===== src/rtl/txq_chain_dma.sv =====
module txq_chain_dma #(
  parameter int AW       = 32,
  parameter int LENW     = 12,
  parameter int XMIT_LAT = 4
) (
  input  logic            clk,
  input  logic            rst_n,
  input  logic            ptr_wr,
  input  logic [AW-1:0]   ptr_wdata,
  input  logic            kick,
  input  logic            stop,
  output logic [2:0]      stat_state,
  output logic            stat_loaded,
  output logic [AW-1:0]   stat_ptr,
  output logic            stat_wr_err,
  output logic            mem_req_valid,
  input  logic            mem_req_ready,
  output logic [AW-1:0]   mem_req_addr,
  input  logic            mem_rsp_valid,
  input  logic [2*AW-1:0] mem_rsp_data,
  output logic            done_valid,
  output logic [AW-1:0]   done_addr,
  output logic [LENW-1:0] done_len
);
  localparam int CW      = $clog2(XMIT_LAT + 1);
  localparam int LEN_LSB = AW + 4;

  typedef enum logic [2:0] {
    S_IDLE = 3'd0, S_FETCH = 3'd1, S_XMIT = 3'd2, S_PARK = 3'd3, S_REFETCH = 3'd4
  } st_t;

  st_t            st;
  logic [AW-1:0]  ptr, link_q;
  logic           veol_q, loaded, err, sent, drop;
  logic [LENW-1:0] len_q;
  logic [CW-1:0]  cnt;

  wire [AW-1:0]   link_in = mem_rsp_data[AW-1:0];
  wire            veol_in = mem_rsp_data[AW];
  wire [LENW-1:0] len_in  = mem_rsp_data[LEN_LSB +: LENW];
  wire            unused_rsp = ^{mem_rsp_data[2*AW-1:LEN_LSB+LENW], mem_rsp_data[LEN_LSB-1:AW+1]};

  wire fetching = (st == S_FETCH) || (st == S_REFETCH);
  wire req_hs   = mem_req_valid && mem_req_ready;
  wire rsp_take = mem_rsp_valid && sent;

  assign mem_req_valid = fetching && !sent && !drop;
  assign mem_req_addr  = ptr;
  assign done_valid    = (st == S_XMIT) && (cnt == '0);
  assign done_addr     = ptr;
  assign done_len      = len_q;
  assign stat_state    = st;
  assign stat_loaded   = loaded;
  assign stat_ptr      = ptr;
  assign stat_wr_err   = err;

  always_ff @(posedge clk) begin
    if (!rst_n) begin
      st <= S_IDLE; ptr <= '0; link_q <= '0; veol_q <= 1'b0; len_q <= '0;
      loaded <= 1'b0; err <= 1'b0; sent <= 1'b0; drop <= 1'b0; cnt <= '0;
    end else if (stop) begin
      st     <= S_IDLE;
      ptr    <= '0;
      loaded <= 1'b0;
      sent   <= 1'b0;
      drop   <= ((sent || drop) && !mem_rsp_valid) || req_hs;
    end else begin
      if (drop && mem_rsp_valid) drop <= 1'b0;
      if (ptr_wr) begin
        if (!loaded) begin
          ptr    <= ptr_wdata;
          loaded <= (ptr_wdata != '0);
        end else begin
          err <= 1'b1;
        end
      end
      unique case (st)
        S_IDLE: if (kick && loaded) st <= S_FETCH;
        S_FETCH, S_REFETCH: begin
          if (req_hs) sent <= 1'b1;
          if (rsp_take) begin
            sent <= 1'b0;
            if (st == S_FETCH) begin
              link_q <= link_in;
              veol_q <= veol_in;
              len_q  <= len_in;
              cnt    <= CW'(XMIT_LAT - 1);
              st     <= S_XMIT;
            end else if (link_in != '0) begin
              ptr <= link_in;
              st  <= S_FETCH;
            end else begin
              st <= S_PARK;
            end
          end
        end
        S_XMIT: begin
          if (cnt != '0) cnt <= cnt - 1'b1;
          else if (link_q != '0 && !veol_q) begin
            ptr <= link_q;
            st  <= S_FETCH;
          end else st <= S_PARK;
        end
        S_PARK: if (kick) st <= S_REFETCH;
        default: st <= S_IDLE;
      endcase
    end
  end

  assert_reset_idle_R1: assert property (@(posedge clk) !rst_n |=> stat_state == 3'd0 && !stat_loaded && !done_valid);
  assert_wr_ignored_R5: assert property (@(posedge clk) disable iff (!rst_n)
    (st == S_PARK && ptr_wr && !kick && !stop) |=> stat_ptr == $past(stat_ptr) && stat_wr_err);
  assert_err_sticky_R5: assert property (@(posedge clk) disable iff (!rst_n) stat_wr_err |=> stat_wr_err);
  assert_kick_busy_R6: assert property (@(posedge clk) disable iff (!rst_n)
    (st == S_XMIT && cnt != '0 && kick && !stop) |=> stat_state == 3'd2);
  assert_stop_clear_R9: assert property (@(posedge clk) disable iff (!rst_n)
    stop |=> stat_state == 3'd0 && !stat_loaded && stat_ptr == '0);
  assert_req_stable_R10: assert property (@(posedge clk) disable iff (!rst_n)
    (mem_req_valid && !mem_req_ready && !stop) |=> mem_req_valid && $stable(mem_req_addr));
  assert_single_req_R10: assert property (@(posedge clk) disable iff (!rst_n)
    req_hs |=> !mem_req_valid);
endmodule


===== config.mk =====
export PLATFORM = sky130hd
export DESIGN_NAME = txq_chain_dma
export DESIGN_NICKNAME = d
export VERILOG_FILES = /design/src/rtl/txq_chain_dma.sv
export SDC_FILE = /design/constraint.sdc
export NUM_CORES = 1
export LEC_CHECK = 0
export ABC_AREA = 1
export ABC_CLOCK_PERIOD_IN_PS = 2600
export BUFFER_PORTS_ARGS = -buffer_cell sky130_fd_sc_hd__buf_4
export CELL_PAD_IN_SITES_DETAIL_PLACEMENT = 0
export CELL_PAD_IN_SITES_GLOBAL_PLACEMENT = 1
export CORE_ASPECT_RATIO = 1.1
export CORE_MARGIN = 4
export CORE_UTILIZATION = 36
export DETAILED_ROUTE_END_ITERATION = 16
export GPL_TIMING_DRIVEN = 0
export PLACE_DENSITY = 0.95
export SYNTH_ARGS = -nofsm -noshare
export SYNTH_HDL_FRONTEND = slang
export SYNTH_SLANG_ARGS = --single-unit

===== constraint.sdc =====
create_clock -name clk -period 2.6 [get_ports clk]
set_input_delay 0.52 -clock clk [delete_from_list [all_inputs] [get_ports clk]]
set_output_delay 0.52 -clock clk [all_outputs]
set_load 0.05 [all_outputs]

==> results of run 1 <==
-- where the power goes --
group	internal, W	switching [W]
Sequential	0.00140	0.0000642
Clock	0.000873	0.000551
Combinational	0.000593	0.00117
Total	0.00286	0.00179
-- final timing paths --
check | to | slack, ps
max | mem_req_valid | 330
min | done_len[1] | 410
max reg2reg | done_addr[29] | 730
min reg2reg | stat_wr_err | 490
-- worst min-delay path, cell delays in order --
cell	delay, ps
buf_4	80
inv_1	30
a21oi_1	100
-- final cells by class --
cell class,count,area (sq um),share of cell area (%)
plain buffers,112,684,8.88
clock buffers,10,239,3.10
clock inverters,6,92.6,1.20
inverters,162,608,7.89
multi-input cells,518,2610,33.9
flip-flops and latches,87,1740,22.6
well taps,196,245,3.18
repair buffers,198,1490,19.3
-- cells by family after synthesis --
| kind of cell | synth area share, % |
|---|---|
| flip-flops | 30.9 |
| multiplexers | 2.48 |
| AND/OR/NAND/NOR | 30.8 |
| buffers and inverters | 22.9 |
| adder cells (fa/ha/maj) | 0.443 |
| AO/OA/AOI/OAI | 12.5 |
-- flip-flops by register name, indices dropped and copies added (netlist names) --
register and flops:
stat_loaded 1, cnt 3, done_len 12, stat_state 3, link_q 32, drop 1, done_addr 32, veol_q 1
stat_wr_err 1, sent 1
-- synthesized netlist by cell type (all sizes together) (2+ instances only) --
| cell type | n | area share [%] |
|---|---|---|
| a211oi | 3 | 0.40 |
| a21oi | 64 | 5.7 |
| buf | 83 | 10 |
| clkbuf | 29 | 1.9 |
| clkinv | 3 | 0.20 |
| dfxtp | 87 | 31 |
| ha | 2 | 0.44 |
| inv | 159 | 11 |
| mux2i | 14 | 2.5 |
| nand2 | 156 | 11 |
| nand3 | 92 | 8.6 |
| nand4 | 64 | 7.1 |
| nor2 | 38 | 2.7 |
| nor3 | 6 | 0.82 |
| nor4 | 8 | 0.89 |
| o21ai | 69 | 6.1 |
-- metrics by stage --
step                      hold WS [ps]  instance area, sq um  utilization (%)
after global placement             452                  7380             48.4
after CTS                          403                  7710             50.6
after floorplan                    456                  5650                -
final                              409                  7710             50.6
after global routing               406                  7710             50.6
after detailed placement           475                  7380             48.4
-- metal layers --
metal	routed length, um	GRT usage, %	vias up
li1	-	-	3211
met1	8520	28.8	2703
met2	8140	31.2	247
met3	1420	3.72	34
met4	518	6.89	0
met5	0	0	-
==> run_results.csv, run 1 <==
group,metric,value,unit
critical_path,reg2reg_depth,11,
global_route,grt_pass1_vias,5588,
critical_path,worstSetupPathType,"register to primary output",
cells_and_area,stdcell_count,1289,
synthesis,synth.distinct_cells,30,
pwr,leakage,4.16,nW
drt,route.detailed.drc,0,
global_route,grt_max_degree,16,
timing,rsz0062_at_grt,"no",
clocking,insertion_delay,340,ps
drt,routed_wl,18600,um
pwr,finalPower,0.00465,W
critical_path,crit_chain,"nor2_2 -> nand2_1 -> nand2_2 -> inv_1 -> nor3_2 -> buf_4",
timing,drv_slew,0,
floorplanning,core,0.0152,sq mm
floorplanning,io_pins,218,
floorplanning,die_x,127,um
worst_hold_path,hold_path_class,"input port to register",
cells_and_area,syn_to_final_growth,36.5,%
critical_path,arrival,1750,ps
clocking,cts_hold_buffers,0,
pwr,ir_worst_vdd,0.248,mV
critical_path,timing.rr.start,"cnt[0]",
timing,setup_viol,0,
timing,fin_tns_setup,0,ps
worst_hold_path,min_path_cells,3,
clocking,cts_tree,"done",
clocking,clk_pin_slew,70,ps
drt,vias,6195,
clocking,cts-root-buf,"clkbuf_16",
critical_path,critPathMaxFanout,8,
timing,min_period,2270,ps
synthesis,yosysSeqAreaShare,30.9,%
global_route,antenna_found_initial,0,
synthesis,avgSynthCellArea,6.42,sq um
clocking,numCtsBuffers,9,
clocking,post_cts_buffers,0,
synthesis,synthCells,879,
cells_and_area,num_antenna_cells,0,
timing,finalHoldViolCount,0,
timing,fin_skew,8.53,ps
timing,finalCritPeriodShare,87.5,%
cells_and_area,final_nets,1193,
synthesis,ys_async_sr_fraction,0,%
synthesis,ys_seq_elements,87,
critical_path,endpoint_kind,"primary output",
cells_and_area,num-fill-cells,1577,
synthesis,synth_edf_count,0,
pwr,power_density,603,mW/mm^2
timing,finalWorstSetupSlack,325,ps
place,port_buffers,198,
place,gp_congestion,0.890,
cells_and_area,drive_gt1_share,28.5,%
critical_path,required,2080,ps
place,dpl.hpwl,15300,um
synthesis,syn-cell-area,0.00565,sq mm
global_route,grt_overflow,0,
drt,first_iter_violations,377,
clocking,clk_path_buf_depth,2,
global_route,grt_usage,20.4,%
clocking,cts_sinks,87,
synthesis,yosys_most_used_dff,"dfxtp_1",
critical_path,slowest_stage,"dfxtp_1",
place,dpl.cell_count,1273,
cells_and_area,layout_common_cells,"buf_4, inv_1, nand2_1",
critical_path,path_delay_family,"simple AND/OR/NAND/NOR gates",
cells_and_area,layout_commonest_cell,"buf_4",
global_route,grt_pass1_wl,29300,um
floorplanning,fp-row-count,47,
clocking,cts_resized,0,
timing,relSlewSlack,60.3,%
critical_path,cp.depth,6,
floorplanning,die-area,0.0178,sq mm
timing,fmax,0.440,GHz
critical_path,crit_buf_inv,2,
floorplanning,floorplan.initialDensity,37.1,%
worst_hold_path,worstHoldStart,"mem_rsp_data[37]",
job,drv_cap,0,
synthesis,ys.warnings.count,0,
drt,firstDrtPassIters,5,
drt,ant_nets,0,
clocking,h-tree-depth,3,
critical_path,start_kind,"register",
place,place_ws,328,ps
critical_path,critPathLaunch,"stat_state[0]",
synthesis,synth_nets,984,
outcome,status,"completed",
drt,wl_per_cell,14.4,um
drt,viasPerCell,4.81,
floorplanning,chipHeight,139,um
timing,worstMarginPinSlew,596,ps
critical_path,cp_slowest_stage_delay,370,ps
(Power assumes the default switching activity.)
==> run 2, diff against run 1 <==
CORE_MARGIN = unset   (was 4)
==> run_results.csv, run 2 (synthesized netlist as in run 1, its figures left out) <==
group,metric,value,unit
cells_and_area,layout_common_cells,"buf_4, inv_1, nand2_1",
global_route,grt_max_degree,15,
cells_and_area,num-fill-cells,1597,
clocking,numCtsBuffers,9,
timing,worstMarginPinSlew,576,ps
drt,routed_wl,17900,um
floorplanning,floorplan.initialDensity,37.2,%
place,place_ws,367,ps
global_route,grt_pass1_vias,5629,
critical_path,arrival,1780,ps
cells_and_area,seq_area,0.00174,sq mm
timing,fmax,0.434,GHz
critical_path,crit_buf_inv,2,
cells_and_area,syn_to_final_growth,36.4,%
critical_path,cp_slowest_stage_delay,370,ps
clocking,cts-root-buf,"clkbuf_16",
drt,viasPerCell,4.80,
critical_path,start_kind,"register",
critical_path,required,2080,ps
cells_and_area,layout_commonest_cell,"buf_4",
critical_path,reg2reg_setup_slack,750,ps
critical_path,timing.rr.start,"cnt[0]",
place,dpl-instance-area,0.00738,sq mm
critical_path,reg2reg_depth,11,
critical_path,worstSetupPathType,"register to primary output",
critical_path,critPathMaxFanout,8,
timing,finalWorstSetupSlack,297,ps
outcome,status,"completed",
drt,ant_nets,0,
critical_path,slowest_stage,"dfxtp_1",
drt,first_iter_violations,368,
timing,rsz0062_at_grt,"no",
clocking,clk_path_buf_depth,2,
drt,wl_per_cell,13.9,um
cells_and_area,final_nets,1193,
floorplanning,die-area,0.0162,sq mm
clocking,cts_tree,"done",
worst_hold_path,worstHoldStart,"mem_rsp_data[40]",
drt,firstDrtPassIters,5,
floorplanning,core,0.0152,sq mm
cells_and_area,post-route-util,50.8,%
place,dpl.cell_count,1273,
cells_and_area,num_antenna_cells,0,
clocking,cts_sinks,87,
timing,relSlewSlack,61.6,%
place,dpl.hpwl,14700,um
floorplanning,die_x,121,um
floorplanning,chipHeight,133,um
timing,finalHoldViolCount,0,
timing,fin_tns_setup,0,ps
worst_hold_path,whs_endpoint,"done_len[4]",
drt,route.detailed.drc,0,
timing,min_period,2300,ps
cells_and_area,drive_gt1_share,28.4,%
clocking,h-tree-depth,3,
worst_hold_path,min_path_cells,3,
clocking,clk_pin_slew,70,ps
timing,fin_skew,10.0,ps
pwr,ir_worst_vdd,0.325,mV
global_route,grt_overflow,0,
timing,drv_slew,0,
global_route,grt_pass1_wl,28700,um
floorplanning,fp-row-count,47,
critical_path,endpoint_kind,"primary output",
clocking,insertion_delay,340,ps
cells_and_area,multi_input_area,0.00261,sq mm
job,drv_cap,0,
timing,setup_viol,0,
pwr,power_density,599,mW/mm^2
critical_path,path_delay_family,"simple AND/OR/NAND/NOR gates",
cells_and_area,stdcell_count,1289,
timing,finalCritPeriodShare,88.6,%
clocking,post_cts_buffers,0,
global_route,grt_usage,22.2,%
place,gp_congestion,0.860,
global_route,antenna_found_initial,0,
floorplanning,io_pins,218,
worst_hold_path,hold_path_class,"input port to register",
critical_path,r2r-end,"done_addr[27]",
pwr,leakage,4.16,nW
clocking,cts_resized,0,
cells_and_area,stdcell_area,0.00770,sq mm
critical_path,crit_chain,"nor2_2 -> nand2_1 -> nand2_2 -> inv_1 -> nor3_2 -> buf_4",
drt,vias,6188,
place,port_buffers,198,
clocking,cts_hold_buffers,0,
[run 2: power breakdown]
| group | switching [W] | internal, W | total, W |
|---|---|---|---|
| registers | 0.0000628 | 0.00140 | 0.00146 |
| clock network | 0.000524 | 0.000868 | 0.00139 |
| logic | 0.00117 | 0.000593 | 0.00176 |
| total | 0.00176 | 0.00286 | 0.00461 |
[run 2: how the worst max path moves through the flow]
stage | end | cells after the start | from
final | mem_req_valid | 6 | stat_state[0]
after global routing | mem_req_valid | 6 | stat_state[0]
after CTS | mem_req_valid | 6 | stat_state[0]
after detailed placement | done_addr[29] | 14 | mem_rsp_data[8]
after global placement | done_addr[29] | 14 | mem_rsp_data[9]
after floorplan | mem_req_valid | 4 | stat_state[0]
[run 2: metal layers]
metal  routed length (um)  GRT usage [%]  part of all wire (%)  vias up
li1                     -              -                     -     3204
met1                 8320           30.6                    46     2724
met2                 8090           35.5                    45      236
met3                 1190           2.78                   6.6       24
met4                  341           7.41                   1.9        0
met5                    0              0                     0        -
[run 2: metrics by stage]
| step | hold WS [ps] | total power [W] |
|---|---|---|
| 3_5_place_dp | 482 | 0.00324 |
| 2_1_floorplan | 456 | 0.00271 |
| 5_1_grt | 423 | 0.00484 |
| 3_3_place_gp | 452 | 0.00323 |
| 4_1_cts | 408 | 0.00462 |
| 6_report | 408 | 0.00461 |
[run 2: final cells by class]
class                   instances  area share, %
clock buffers                  11           3.15
clock inverters                 5           1.06
inverters                     162           7.90
well taps                     196           3.18
multi-input cells             518           33.9
plain buffers                 112           8.89
flip-flops and latches         87           22.6
repair buffers                198           19.3
[run 2: worst register-to-register path: stages, from the launching register on]
cell      delay, ps
dfxtp_1         330
inv_1            70
ha_1            200
nand2_1         110
clkinv_1        220
nand3_2         200
buf_2           240
nand2_1          70
nand3_1          70
nand3_1          90
nand2_1          90
inv_1            40
